===== config.mk =====
export PLATFORM = sky130hd
export DESIGN_NAME = gpio_edge_aggr
export DESIGN_NICKNAME = d
export VERILOG_FILES = /design/src/rtl/gpio_eda_pkg.sv /design/src/rtl/gpio_edge_bank.sv /design/src/rtl/gpio_irq_merge.sv /design/src/rtl/gpio_edge_aggr.sv
export SDC_FILE = /design/constraint.sdc
export NUM_CORES = 1
export LEC_CHECK = 0
export BUFFER_PORTS_ARGS = -buffer_cell sky130_fd_sc_hd__buf_4
export CORE_AREA = 3 3 264 266
export DETAILED_ROUTE_END_ITERATION = 10
export DIE_AREA = 0 0 267 269
export PLACE_DENSITY = 0.44
export SETUP_SLACK_MARGIN = 0.1
export SYNTH_ARGS = -nofsm -noshare
export SYNTH_HDL_FRONTEND = slang
export SYNTH_HIERARCHICAL = 1
export SYNTH_SLANG_ARGS = --single-unit

===== constraint.sdc =====
create_clock -name clk -period 1.9 [get_ports clk]
set_input_delay 0.285 -clock clk [delete_from_list [all_inputs] [get_ports clk]]
set_output_delay 0.285 -clock clk [all_outputs]
set_load 0.01 [all_outputs]

===== src/rtl/gpio_eda_pkg.sv =====
package gpio_eda_pkg;
  parameter int unsigned DEF_BANKS  = 4;
  parameter int unsigned DEF_BANK_W = 32;
  // wake-capable pins, bank 3 in the top word down to bank 0 in the bottom word
  parameter logic [DEF_BANKS*DEF_BANK_W-1:0] DEF_WAKE_MASK =
    128'h0012007F_EC080000_002001FC_8003FE1B;
endpackage


===== src/rtl/gpio_edge_bank.sv =====
module gpio_edge_bank #(
  parameter int unsigned BANK_W = 32,
  parameter logic [BANK_W-1:0] WAKE_MASK = '0
) (
  input  logic              clk,
  input  logic              rst_n,
  input  logic              primed,
  input  logic [BANK_W-1:0] lvl,
  input  logic [BANK_W-1:0] dir,
  input  logic [BANK_W-1:0] rise_en,
  input  logic [BANK_W-1:0] fall_en,
  input  logic              clr_stb,
  input  logic [BANK_W-1:0] clr_data,
  output logic [BANK_W-1:0] status,
  output logic              wake_hit
);
  logic [BANK_W-1:0] prev_q;
  logic [BANK_W-1:0] sts_q, sts_d;
  logic [BANK_W-1:0] rise_hit, fall_hit, clr_mask, in_mask;

  // next-state logic
  always_comb begin
    in_mask  = ~dir & {BANK_W{primed}};
    rise_hit = lvl & ~prev_q & rise_en & in_mask;
    fall_hit = ~lvl & prev_q & fall_en & in_mask;
    clr_mask = clr_stb ? clr_data : '0;
    // a new transition takes priority over a clear of the same bit
    sts_d    = (sts_q & ~clr_mask) | rise_hit | fall_hit;
    wake_hit = |((lvl ^ prev_q) & in_mask & WAKE_MASK);
  end

  // registers
  always_ff @(posedge clk or negedge rst_n) begin
    if (!rst_n) begin
      prev_q <= '0;
      sts_q  <= '0;
    end else begin
      prev_q <= lvl;
      sts_q  <= sts_d;
    end
  end

  assign status = sts_q;
endmodule


===== src/rtl/gpio_irq_merge.sv =====
module gpio_irq_merge #(
  parameter int unsigned NUM_BANKS = 4,
  parameter int unsigned NUM_PINS  = 128
) (
  input  logic                 clk,
  input  logic                 rst_n,
  input  logic [NUM_PINS-1:0]  status,
  input  logic [NUM_BANKS-1:0] wake_hit,
  input  logic                 cpu_halted,
  output logic                 irq_pin0,
  output logic                 irq_pin1,
  output logic                 irq_shared,
  output logic                 wake_req
);
  logic irq0_d, irq1_d, irqx_d, wake_d;
  logic irq0_q, irq1_q, irqx_q, wake_q;

  always_comb begin
    irq0_d = status[0];
    irq1_d = status[1];
    irqx_d = |status[NUM_PINS-1:2];
    wake_d = cpu_halted & (|wake_hit);
  end

  always_ff @(posedge clk or negedge rst_n) begin
    if (!rst_n) begin
      irq0_q <= 1'b0;
      irq1_q <= 1'b0;
      irqx_q <= 1'b0;
      wake_q <= 1'b0;
    end else begin
      irq0_q <= irq0_d;
      irq1_q <= irq1_d;
      irqx_q <= irqx_d;
      wake_q <= wake_d;
    end
  end

  assign irq_pin0   = irq0_q;
  assign irq_pin1   = irq1_q;
  assign irq_shared = irqx_q;
  assign wake_req   = wake_q;
endmodule


===== src/rtl/gpio_edge_aggr.sv =====
module gpio_edge_aggr #(
  parameter int unsigned NUM_BANKS = gpio_eda_pkg::DEF_BANKS,
  parameter int unsigned BANK_W    = gpio_eda_pkg::DEF_BANK_W,
  parameter logic [NUM_BANKS*BANK_W-1:0] WAKE_MASK = gpio_eda_pkg::DEF_WAKE_MASK
) (
  input  logic                        clk,
  input  logic                        rst_n,
  input  logic [NUM_BANKS*BANK_W-1:0] pin_lvl,
  input  logic [NUM_BANKS*BANK_W-1:0] pin_dir,
  input  logic [NUM_BANKS*BANK_W-1:0] rise_en,
  input  logic [NUM_BANKS*BANK_W-1:0] fall_en,
  input  logic [NUM_BANKS-1:0]        clr_stb,
  input  logic [BANK_W-1:0]           clr_data,
  input  logic                        cpu_halted,
  output logic [NUM_BANKS*BANK_W-1:0] edge_sts,
  output logic                        irq_pin0,
  output logic                        irq_pin1,
  output logic                        irq_shared,
  output logic                        wake_req
);
  localparam int unsigned NUM_PINS = NUM_BANKS * BANK_W;

  logic                 primed_q;
  logic [NUM_BANKS-1:0] wake_hit;

  // the previous-level copy holds reset values on the first edge: suppress it
  always_ff @(posedge clk or negedge rst_n) begin
    if (!rst_n) primed_q <= 1'b0;
    else        primed_q <= 1'b1;
  end

  for (genvar b = 0; b < NUM_BANKS; b++) begin : g_bank
    gpio_edge_bank #(
      .BANK_W   (BANK_W),
      .WAKE_MASK(WAKE_MASK[b*BANK_W +: BANK_W])
    ) u_bank (
      .clk     (clk),
      .rst_n   (rst_n),
      .primed  (primed_q),
      .lvl     (pin_lvl[b*BANK_W +: BANK_W]),
      .dir     (pin_dir[b*BANK_W +: BANK_W]),
      .rise_en (rise_en[b*BANK_W +: BANK_W]),
      .fall_en (fall_en[b*BANK_W +: BANK_W]),
      .clr_stb (clr_stb[b]),
      .clr_data(clr_data),
      .status  (edge_sts[b*BANK_W +: BANK_W]),
      .wake_hit(wake_hit[b])
    );
  end

  gpio_irq_merge #(
    .NUM_BANKS(NUM_BANKS),
    .NUM_PINS (NUM_PINS)
  ) u_merge (
    .clk       (clk),
    .rst_n     (rst_n),
    .status    (edge_sts),
    .wake_hit  (wake_hit),
    .cpu_halted(cpu_halted),
    .irq_pin0  (irq_pin0),
    .irq_pin1  (irq_pin1),
    .irq_shared(irq_shared),
    .wake_req  (wake_req)
  );
endmodule


Word level (Yosys, flattened, before mapping)

Cells that the tools add are included.

Bits in latches: 0
Register bits after elaboration: 261
ROM bits: 0
Memory bits (writable): 0
Memories: 0

Magnitude comparators: 0
Reduce and logical (&&, ||, !) cells: 2
Equality and inequality tests: 0
Multiplexer cells: 4
Shift-type cells: 0
Bitwise operators: 65
Add/subtract/negate cells: 0
$mul: 0
Div/mod/pow operators: 0

Operator list:

| operator             | number |
|---|---|
| 32-bit bitwise AND   | 34 |
| 32-bit inverter      | 16 |
| 32-bit bitwise OR    | 8 |
| 32-bit two-way mux   | 4 |
| 126-bit OR reduction | 1 |
| 32-bit XOR           | 2 |
| 37-bit OR reduction  | 1 |
| 22-bit bitwise AND   | 1 |
| 22-bit XOR           | 1 |
| 21-bit bitwise AND   | 1 |
| 21-bit XOR           | 1 |
| 1-bit bitwise AND    | 1 |

Depth between registers and ports, before layout

Gate-level depths: netlist of the first run.

Depth in word-level cells: 6
Mapped depth: 6
Depth with buffers taken out: 6

Modules after synthesis

The synthesis of the first run kept the hierarchy.

Modules (own cells, without submodules):

| module                             | area each (um^2) | times used | cells each |
|---|---|---|---|
| gpio_edge_bank at g_bank[0].u_bank | 3,140.5          | 1          | 302 |
| gpio_edge_bank at g_bank[3].u_bank | 3,007.9          | 1          | 288 |
| gpio_edge_bank at g_bank[1].u_bank | 2,975.4          | 1          | 284 |
| gpio_edge_bank at g_bank[2].u_bank | 2,916.5          | 1          | 279 |
| gpio_irq_merge                     | 381.6            | 1          | 48 |
| gpio_edge_aggr                     | 28.8             | 1          | 2 |

Worst setup path before layout of the first run

OpenSTA, ideal clock, no wires.

Path type: register to register
Start: reg g_bank[1].u_bank.prev_q[5]
End: reg u_merge.wake_q, in the netlist u_merge/wake_req
Data required time: 1.771 ns
Setup slack: 0.285 ns
Period minus slack after synthesis: 1.615 ns
Stages on the path, launching flop included: 5
Arrival: 1.485 ns
Cells stage by stage: dfrtp_1 -> ha_1 -> o22ai_1 -> o41a_1 -> o41a_1

Word-level cells in the longest chain between the ends: 4

RTL lines:

| item                     | line                 | text |
|---|---|---|
| start: declaration       | gpio_edge_bank.sv:17 | `logic [BANK_W-1:0] prev_q;` |
| start signal: assignment | gpio_edge_bank.sv:38 | `prev_q <= lvl;` |
| 22-bit XOR               | gpio_edge_bank.sv:29 | `wake_hit = \|((lvl ^ prev_q) & in_mask & WAKE_MASK);` |
| 22-bit bitwise AND       | gpio_edge_bank.sv:29 |  |
| 37-bit OR reduction      | gpio_irq_merge.sv:22 | `wake_d = cpu_halted & (\|wake_hit);` |
| 1-bit bitwise AND        | gpio_irq_merge.sv:22 |  |
| net u_merge.wake_d       | gpio_irq_merge.sv:15 | `logic irq0_d, irq1_d, irqx_d, wake_d;` |
| end signal: assignment   | gpio_irq_merge.sv:35 | `wake_q <= wake_d;` |
| end: declaration         | gpio_irq_merge.sv:16 | `logic irq0_q, irq1_q, irqx_q, wake_q;` |

The timed path passes the listed nets, and every way through them passes these cells.

Final worst setup path of the first run

Start: in pin_lvl[99]
End: reg u_merge.wake_q, in the netlist u_merge/wake_req

Word-level cells in the longest chain between the ends: 4

RTL lines:

| item                | line                 | text |
|---|---|---|
| start: declaration  | gpio_edge_aggr.sv:8  | `input logic [NUM_BANKS*BANK_W-1:0] pin_lvl,` |
| 21-bit XOR          | gpio_edge_bank.sv:29 |  |
| 21-bit bitwise AND  | gpio_edge_bank.sv:29 |  |
| 37-bit OR reduction | gpio_irq_merge.sv:22 |  |
| 1-bit bitwise AND   | gpio_irq_merge.sv:22 |  |
| net u_merge.wake_d  | gpio_irq_merge.sv:15 |  |

The timed path passes the listed nets, and every way through them passes these cells.

==> out/qor_table.md, run 1 <==
| Quantity | Reported |
|:---|:---|
| Synthesized area divided by synthesized cell count | 10.3 µm² |
| WP data arrival | 2.28 ns |
| Starting density of the core | 18.5% |
| Post-synthesis cell type with the largest combined area | sky130_fd_sc_hd__dfrtp_1 |
| Maximum clock frequency | 536 MHz |
| Standard cell with the maximum stage delay on the critical path | sky130_fd_sc_hd__dlygate4sd3_1 |
| Hold WS | 0.0638 ns |
| Most frequent cell after synthesis | sky130_fd_sc_hd__dfrtp_1 |
| Layout overhead on the synthesized area | 72.6% |
| Detailed-route wire length | 66800 µm |
| Footprint of the flip-flops and latches | 6540 µm² |
| Final period demand of the worst path | 1.86 ns |
| Leading cell types by total area after synthesis | sky130_fd_sc_hd__dfrtp_1 52%, sky130_fd_sc_hd__a32o_1 9.1%, sky130_fd_sc_hd__ha_1 7.4% |
| Max-slew violations | 0 |
| Via count of the first global-routing pass | 13800 |
| Maximum clock insertion buffer count | 3 |
| Antenna-violating nets left | 0 |
| Library cell used as clock root buffer | sky130_fd_sc_hd__clkbuf_16 |
| Number of standard-cell rows in the floorplan | 95 |
| Netlist area before placement | 12500 µm² |
| Synthesized instance count | 1203 |
| Async set-or-reset flop fraction in the synthesized netlist | 100% |
| Final Setup Violations | 0 |
| Yosys reg bits | 261 |
| Critical path's largest stage delay | 0.53 ns |
| Routed vias | 12800 |
| Clk_lat worst skew | 0.54 ns |
| CP Cell Sequence | dlygate4sd3_1 -> buf_4 -> inv_1 -> ha_1 -> o22a_1 -> o211ai_1 -> o31a_1 -> o41a_1 |
| Combined area of the multi-input logic cells | 5110 µm² |
| Sum of internal, switching and leakage power | 16.6 mW |
| Wire length of the first global-routing pass | 92700 µm |
| Unrepaired setup endpoints after global routing | true |
| Power density over cell area | 774 nW/µm² |
| Hpwl dp | 54800 µm |
| # H-tree levels | 2 |
| Crit. End Element | register |
| Share of the cycle needed by the critical path after routing | 98.2% |
| # Post-CTS Setup Buffers | 0 |
| Placeable core region | 67300 µm² |
| Cell family with most CP delay | compound AO/OA/AOI/OAI gates |
| Utilization after layout | 31.9% |
| Worst-case setup slack after placement | -0.188 ns |
| Number of buffers created by CTS | 35 |
| Combined global-route utilization of all metal layers | 17.8% |
| Setup CP Type | input pin to register |
| Floorplan die width | 267 µm |
| Clock slew at reported path FFs | 0.06 ns |
| Worst clock skew on the final layout | 0.0179 ns |
| Iter 0 DRT Violations | 594 |
| Drt wl/cell | 22.4 µm |
| Type of the tightest min-delay check | input pin to register |
| Worst-path fanout max | 3 |
| Number of iterations in the first detailed-routing pass | 5 |
| Proportion of synthesized chip area in sequential cells | 52.5% |
| Final number of hold-violating endpoints | 0 |
| Fraction of final layout cells with drive strength greater than 1 | 38.0% |
| Post-route design area | 21500 µm² |
| Sink Count | 261 |
| Ys flop type | sky130_fd_sc_hd__dfrtp_1 |
| Post-synth EDFFs | 0 |
| Startpoint types | input pin |
| Area fraction of the dominant cell type after synthesis | 52.5% |
| Number of different library cells in the post-synthesis netlist | 30 |
| Number of remaining DRC errors | 0 |
| Die span in y | 269 µm |
| Quantity of I/O buffers inserted on ports | 682 |
| Count of non-filler cells in the finished layout | 2977 |
| Maximum ir drop on the vdd rail | 0.466 mV |
| Run status | complete, no violations |
| Total of max-cap violations | 0 |
| Fin nets | 2706 |
| Placed cell areas | 18800 µm² |
| Die footprint | 71800 µm² |
| Tightest Pin Transition | 0.629 ns |
| Pin count of the biggest net entering global routing | 65 |
| Avg Vias per Cell | 4.31 |
| Antenna violations before repair | 5 |
| Fillers | 7090 |
| Number of top-level design ports | 683 |
| Syn. warnings | 6 |
| Number of placed instances with taps included | 2773 |
| Routability Congestion | 0.824 |
| Post-route setup TNS | 0 ns |
| Synthesized net count | 1828 |
| Global-route congestion overflow total | 0 |
| Max-slew headroom at the worst pin | 57.9% |
| List of most frequent post-synthesis cells | 261 x sky130_fd_sc_hd__dfrtp_1, 233 x sky130_fd_sc_hd__nand2_1, 187 x sky130_fd_sc_hd__inv_1 |
| Worst Setup Slack, final | 0.0351 ns |
| CTS tree | built |
| Total leakage power | 10.8 nW |
| Required time at the worst-slack endpoint | 2.31 ns |
| Critical path buffers and inverters | 3 |
## state kept, by name, indices dropped and copies added, names as in the netlist
name                  flops
u_merge/irq_pin0          1
primed_q                  1
g_bank.u_bank/prev_q    128
u_merge/irq_shared        1
u_merge/wake_req          1
g_bank.u_bank/status    128
u_merge/irq_pin1          1
## final timing paths
path | start | end | slack, ns | cells after the start
worst max-delay path | pin_lvl[99] | u_merge/wake_req | 0.04 | 8
worst min-delay path | pin_dir[122] | g_bank[3].u_bank/status[26] | 0.06 | 3
worst max register to register | g_bank[3].u_bank/prev_q[17] | u_merge/wake_req | 0.05 | 5
worst min register to register | g_bank[0].u_bank/status[1] | u_merge/irq_pin1 | 0.43 | 0
max in group asynchronous | rst_n | g_bank[1].u_bank/status[30] | 0.86 | 3
min in group asynchronous | rst_n | g_bank[3].u_bank/prev_q[16] | 0.30 | 2
## layout by cell type (no fill, tap or decap), types with 11 or more instances in the layout
master / synthesis / final
sky130_fd_sc_hd__nand3b_1: 91 / 91
sky130_fd_sc_hd__dfrtp_1: 261 / 259
sky130_fd_sc_hd__a32o_1: 113 / 113
sky130_fd_sc_hd__buf_4: 0 / 718
sky130_fd_sc_hd__dlygate4sd3_1: 0 / 144
sky130_fd_sc_hd__clkbuf_1: 0 / 11
sky130_fd_sc_hd__o22ai_1: 16 / 16
sky130_fd_sc_hd__clkbuf_16: 0 / 36
sky130_fd_sc_hd__a22o_1: 22 / 22
sky130_fd_sc_hd__o21ai_0: 92 / 92
sky130_fd_sc_hd__a22oi_1: 15 / 15
sky130_fd_sc_hd__nand2_1: 233 / 233
sky130_fd_sc_hd__ha_1: 74 / 72
sky130_fd_sc_hd__nor4_1: 32 / 23
sky130_fd_sc_hd__inv_1: 187 / 187
## report_power, final
group / internal [mW] / switching [mW]
clock network: 3.84 / 2.62
registers: 6.02 / 0.438
logic: 2.03 / 1.69
## worst reg2reg max path, stage by stage (launching register included)
cell	delay (ns)
sky130_fd_sc_hd__dfrtp_1	0.41
sky130_fd_sc_hd__ha_4	0.28
sky130_fd_sc_hd__o22a_1	0.13
sky130_fd_sc_hd__o211ai_1	0.27
sky130_fd_sc_hd__o31a_1	0.34
sky130_fd_sc_hd__o41a_1	0.32
## metal layers
metal / vias up / GRT usage (%) / wire length [µm]
met5: - / 0 / 0
met4: 0 / 5.47 / 1880
met3: 86 / 4.02 / 4640
met2: 473 / 31.3 / 33200
met1: 6256 / 21.6 / 27000
li1: 6025 / - / -
## kinds of logic after synthesis
family / Yosys count / share of synthesized area (%)
buffers and inverters: 215 / 7.36
and+or+nand+nor: 372 / 14.9
DFF: 261 / 52.5
adders and majority gates: 74 / 7.44
other: 1 / 0.0301
AOI/OAI and AO/OA: 280 / 17.8
## what timing repair did
item / 4_1_cts / 5_1_grt
endpoints found under the setup margin: 2 / 2
hold endpoints to repair: 178 / 0
pin swaps: 6 / 4
hold buffers: 144 / 0
gates resized for setup: 12 / 4
## final cells by class
cell class,instances,area share (%)
multi-input combinational,727,23.8
tap,873,5.08
sequential,261,30.4
clock buffer,53,4.77
timing repair buffer,868,32.3
inverter,188,3.30
antenna,3,0.0349
clock inverter,4,0.279
No activity file was read; power rests on OpenSTA's default activity.
==> run 2, diff against run 1 <==
--- a/config.mk
+++ b/config.mk
@@ -5,11 +5,12 @@
 export SDC_FILE = /design/constraint.sdc
 export NUM_CORES = 1
 export LEC_CHECK = 0
+export ABC_AREA = 1
 export BUFFER_PORTS_ARGS = -buffer_cell sky130_fd_sc_hd__buf_4
 export CORE_AREA = 3 3 264 266
 export DETAILED_ROUTE_END_ITERATION = 10
 export DIE_AREA = 0 0 267 269
-export PLACE_DENSITY = 0.44
+export PLACE_DENSITY = 0.45
 export SETUP_SLACK_MARGIN = 0.1
 export SYNTH_ARGS = -nofsm -noshare
 export SYNTH_HDL_FRONTEND = slang
==> run 2 against run 1 <==
  * First-iteration DRC count up 26%
  * Non-clock buffer count up 142
  * Sequential share of layout area down 3.3 points
  * Worst setup slack better by 0.090 ns
  * Routed wire length up 7.3%
  * Total power up 6.7%
  * Cell count up 20%
  * Cell area up 12%
  * Maximum frequency up 5.1%
  * Utilization up 3.9 points
  * Flip-flop and latch count unchanged
  * Critical path type is now register to register
  * Largest cell class unchanged
==> out/qor_table.md, run 2 <==
| Quantity | Reported |
|:---|:---|
| Run status | complete, no violations |
| Fraction of final layout cells with drive strength greater than 1 | 29.8% |
| Netlist area before placement | 13500 µm² |
| Placeable core region | 67300 µm² |
| Iter 0 DRT Violations | 747 |
| Power density over cell area | 737 nW/µm² |
| Worst-case setup slack after placement | 0.0338 ns |
| Synthesized net count | 2281 |
| Startpoint types | register |
| Worst Setup Slack, final | 0.125 ns |
| Die span in y | 269 µm |
| Count of non-filler cells in the finished layout | 3577 |
| Number of buffers created by CTS | 36 |
| Antenna-violating nets left | 0 |
| Number of cells traversed by the worst hold path | 4 |
| Commonest cells after routing, fill and taps aside | 704 x sky130_fd_sc_hd__buf_4, 382 x sky130_fd_sc_hd__nand2_1, 296 x sky130_fd_sc_hd__dlygate4sd3_1 |
| Global-route congestion overflow total | 0 |
| Setup CP Type | register to register |
| Footprint of the flip-flops and latches | 6540 µm² |
| Most frequent cell after synthesis | sky130_fd_sc_hd__nand2_1 |
| Avg Vias per Cell | 4.25 |
| Total of max-cap violations | 0 |
| Clock slew at reported path FFs | 0.06 ns |
| Max-slew headroom at the worst pin | 58.0% |
| Maximum clock frequency | 563 MHz |
| Share of the cycle needed by the critical path after routing | 93.4% |
| Layout overhead on the synthesized area | 78.2% |
| Synthesized area divided by synthesized cell count | 8.17 µm² |
| # H-tree levels | 2 |
| Number of iterations in the first detailed-routing pass | 5 |
| Maximum clock insertion buffer count | 3 |
| CTS tree | built |
| Final Setup Violations | 0 |
| Number of placed instances with taps included | 3208 |
| Starting density of the core | 20.1% |
| Worst-path fanout max | 8 |
| Type of the tightest min-delay check | input pin to register |
| Routability Congestion | 0.879 |
| Leading cell types by total area after synthesis | sky130_fd_sc_hd__dfrtp_1 48%, sky130_fd_sc_hd__nand2_1 11%, sky130_fd_sc_hd__inv_1 7.6% |
| Detailed-route wire length | 71700 µm |
| Fin nets | 3301 |
| WP data arrival | 2.19 ns |
| Wire length of the first global-routing pass | 102000 µm |
| Routed vias | 15200 |
| Total leakage power | 12.9 nW |
| Post-synth EDFFs | 0 |
| Final period demand of the worst path | 1.78 ns |
| Async set-or-reset flop fraction in the synthesized netlist | 100% |
| Worst clock skew on the final layout | 0.00787 ns |
| Max-slew violations | 0 |
| Antenna violations before repair | 4 |
| Final number of hold-violating endpoints | 0 |
| Syn. warnings | 6 |
| Most common cell after layout, fill and taps aside | sky130_fd_sc_hd__buf_4 |
| Post-route setup TNS | 0 ns |
| Maximum ir drop on the vdd rail | 0.490 mV |
| Tightest Pin Transition | 0.630 ns |
| Number of remaining DRC errors | 0 |
| Synthesized instance count | 1656 |
| Combined area of the multi-input logic cells | 5740 µm² |
| Pin count of the biggest net entering global routing | 60 |
| Sink Count | 261 |
| Drt wl/cell | 20.0 µm |
| Die footprint | 71800 µm² |
| Ys flop type | sky130_fd_sc_hd__dfrtp_1 |
| Library cell used as clock root buffer | sky130_fd_sc_hd__clkbuf_16 |
| Required time at the worst-slack endpoint | 2.32 ns |
| Number of standard-cell rows in the floorplan | 95 |
| Combined global-route utilization of all metal layers | 19.0% |
| Via count of the first global-routing pass | 16200 |
| Yosys reg bits | 261 |
| Number of different library cells in the post-synthesis netlist | 25 |
| Number of top-level design ports | 683 |
| Hpwl dp | 56700 µm |
| Floorplan die width | 267 µm |
| Fillers | 7037 |
| Unrepaired setup endpoints after global routing | true |
| List of most frequent post-synthesis cells | 382 x sky130_fd_sc_hd__nand2_1, 273 x sky130_fd_sc_hd__inv_1, 261 x sky130_fd_sc_hd__dfrtp_1 |
| Number of cells traversed by the worst register-to-register path | 6 |
| Clk_lat worst skew | 0.54 ns |
| Post-synthesis cell type with the largest combined area | sky130_fd_sc_hd__dfrtp_1 |
| Area fraction of the dominant cell type after synthesis | 48.3% |
| Quantity of I/O buffers inserted on ports | 682 |
| Proportion of synthesized chip area in sequential cells | 48.3% |
| Crit. End Element | register |
run 2: cell count changes in the layout (fill, tap and decap cells not counted), moves of 42 or more:
cell                            delta
sky130_fd_sc_hd__nand3_1         +200
sky130_fd_sc_hd__a21o_1           +52
sky130_fd_sc_hd__inv_1            +86
sky130_fd_sc_hd__nand4_1          +88
sky130_fd_sc_hd__nor2_1          +182
sky130_fd_sc_hd__dlygate4sd3_1   +152
sky130_fd_sc_hd__a32o_1          -113
sky130_fd_sc_hd__o21ai_0          -42
sky130_fd_sc_hd__nand3b_1         -78
sky130_fd_sc_hd__nand2_1         +149
run 2: cell families (layout without fill, tap and decap cells):
family | after synthesis | count (layout) | synth area share, %
flops | 261 | 261 | 48.3
simple gates | 910 | 910 | 30.6
compound gates | 105 | 105 | 4.86
fa+ha+maj | 74 | 74 | 6.85
other cells | 1 | 3 | 0.0277
buf+inv | 305 | 1351 | 9.33
run 2: stage by stage:
stage / hold slack, ns / instance area (µm²) / utilization, % / power [mW]
global placement: 0.220 / 19800 / 29.4 / 10.2
global route: 0.0148 / 24100 / 35.8 / 18.7
finish: 0.0314 / 24100 / 35.8 / 17.8
floorplan: -0.0106 / 13500 / - / 7.71
detailed placement: 0.232 / 19800 / 29.4 / 10.3
CTS: 0.0000604 / 24000 / 35.6 / 18.1
run 2: critical path, stage by stage, from the launching register on:
cell	delay, ns
sky130_fd_sc_hd__dfrtp_4	0.54
sky130_fd_sc_hd__inv_6	0.16
sky130_fd_sc_hd__clkbuf_16	0.21
sky130_fd_sc_hd__nor2_4	0.04
sky130_fd_sc_hd__nand3_1	0.06
sky130_fd_sc_hd__nand3_1	0.08
sky130_fd_sc_hd__dlygate4sd3_1	0.56
run 2: repair_timing:
action | in CTS | in global routing
endpoints found under the hold margin | 253 | 0
gates cloned | 0 | 2
gates resized for setup | 3 | 10
setup endpoints to repair | 1 | 18
setup buffers | 0 | 5
hold buffers | 296 | 0
run 2: final cells by class:
cell class | instances | share of cell area (%)
timing repair buffer | 1010 | 35.1
antenna | 2 | 0.0208
multi-input combinational | 1090 | 23.8
inverter | 277 | 4.36
clock buffer | 55 | 4.62
sequential | 261 | 27.1
clock inverter | 9 | 0.441
tap | 873 | 4.53
run 2: path summary, 6_finish.rpt:
kind / slack (ns) / end / from
min in group asynchronous: 0.27 / g_bank[0].u_bank/prev_q[9] / rst_n
max: 0.12 / g_bank[0].u_bank/status[28] / primed_q
max reg2reg: 0.12 / g_bank[0].u_bank/status[28] / primed_q
min reg2reg: 0.45 / u_merge/irq_pin1 / g_bank[0].u_bank/status[1]
min: 0.03 / g_bank[1].u_bank/status[20] / pin_dir[52]
max in group asynchronous: 0.93 / g_bank[1].u_bank/prev_q[0] / rst_n
run 2: power by group:
part / switching (mW) / internal (mW) / total (mW)
logic: 2.03 / 2.19 / 4.22
registers: 0.415 / 6.05 / 6.46
clock network: 2.76 / 4.31 / 7.07
run 2: layer usage:
layer | share of wire (%) | GRT usage (%) | vias to the layer above
li1 | - | - | 7341
met1 | 41 | 22.8 | 7274
met2 | 51 | 34.6 | 487
met3 | 6.2 | 4.23 | 87
met4 | 2.2 | 4.67 | 2
met5 | 0.013 | 0 | -
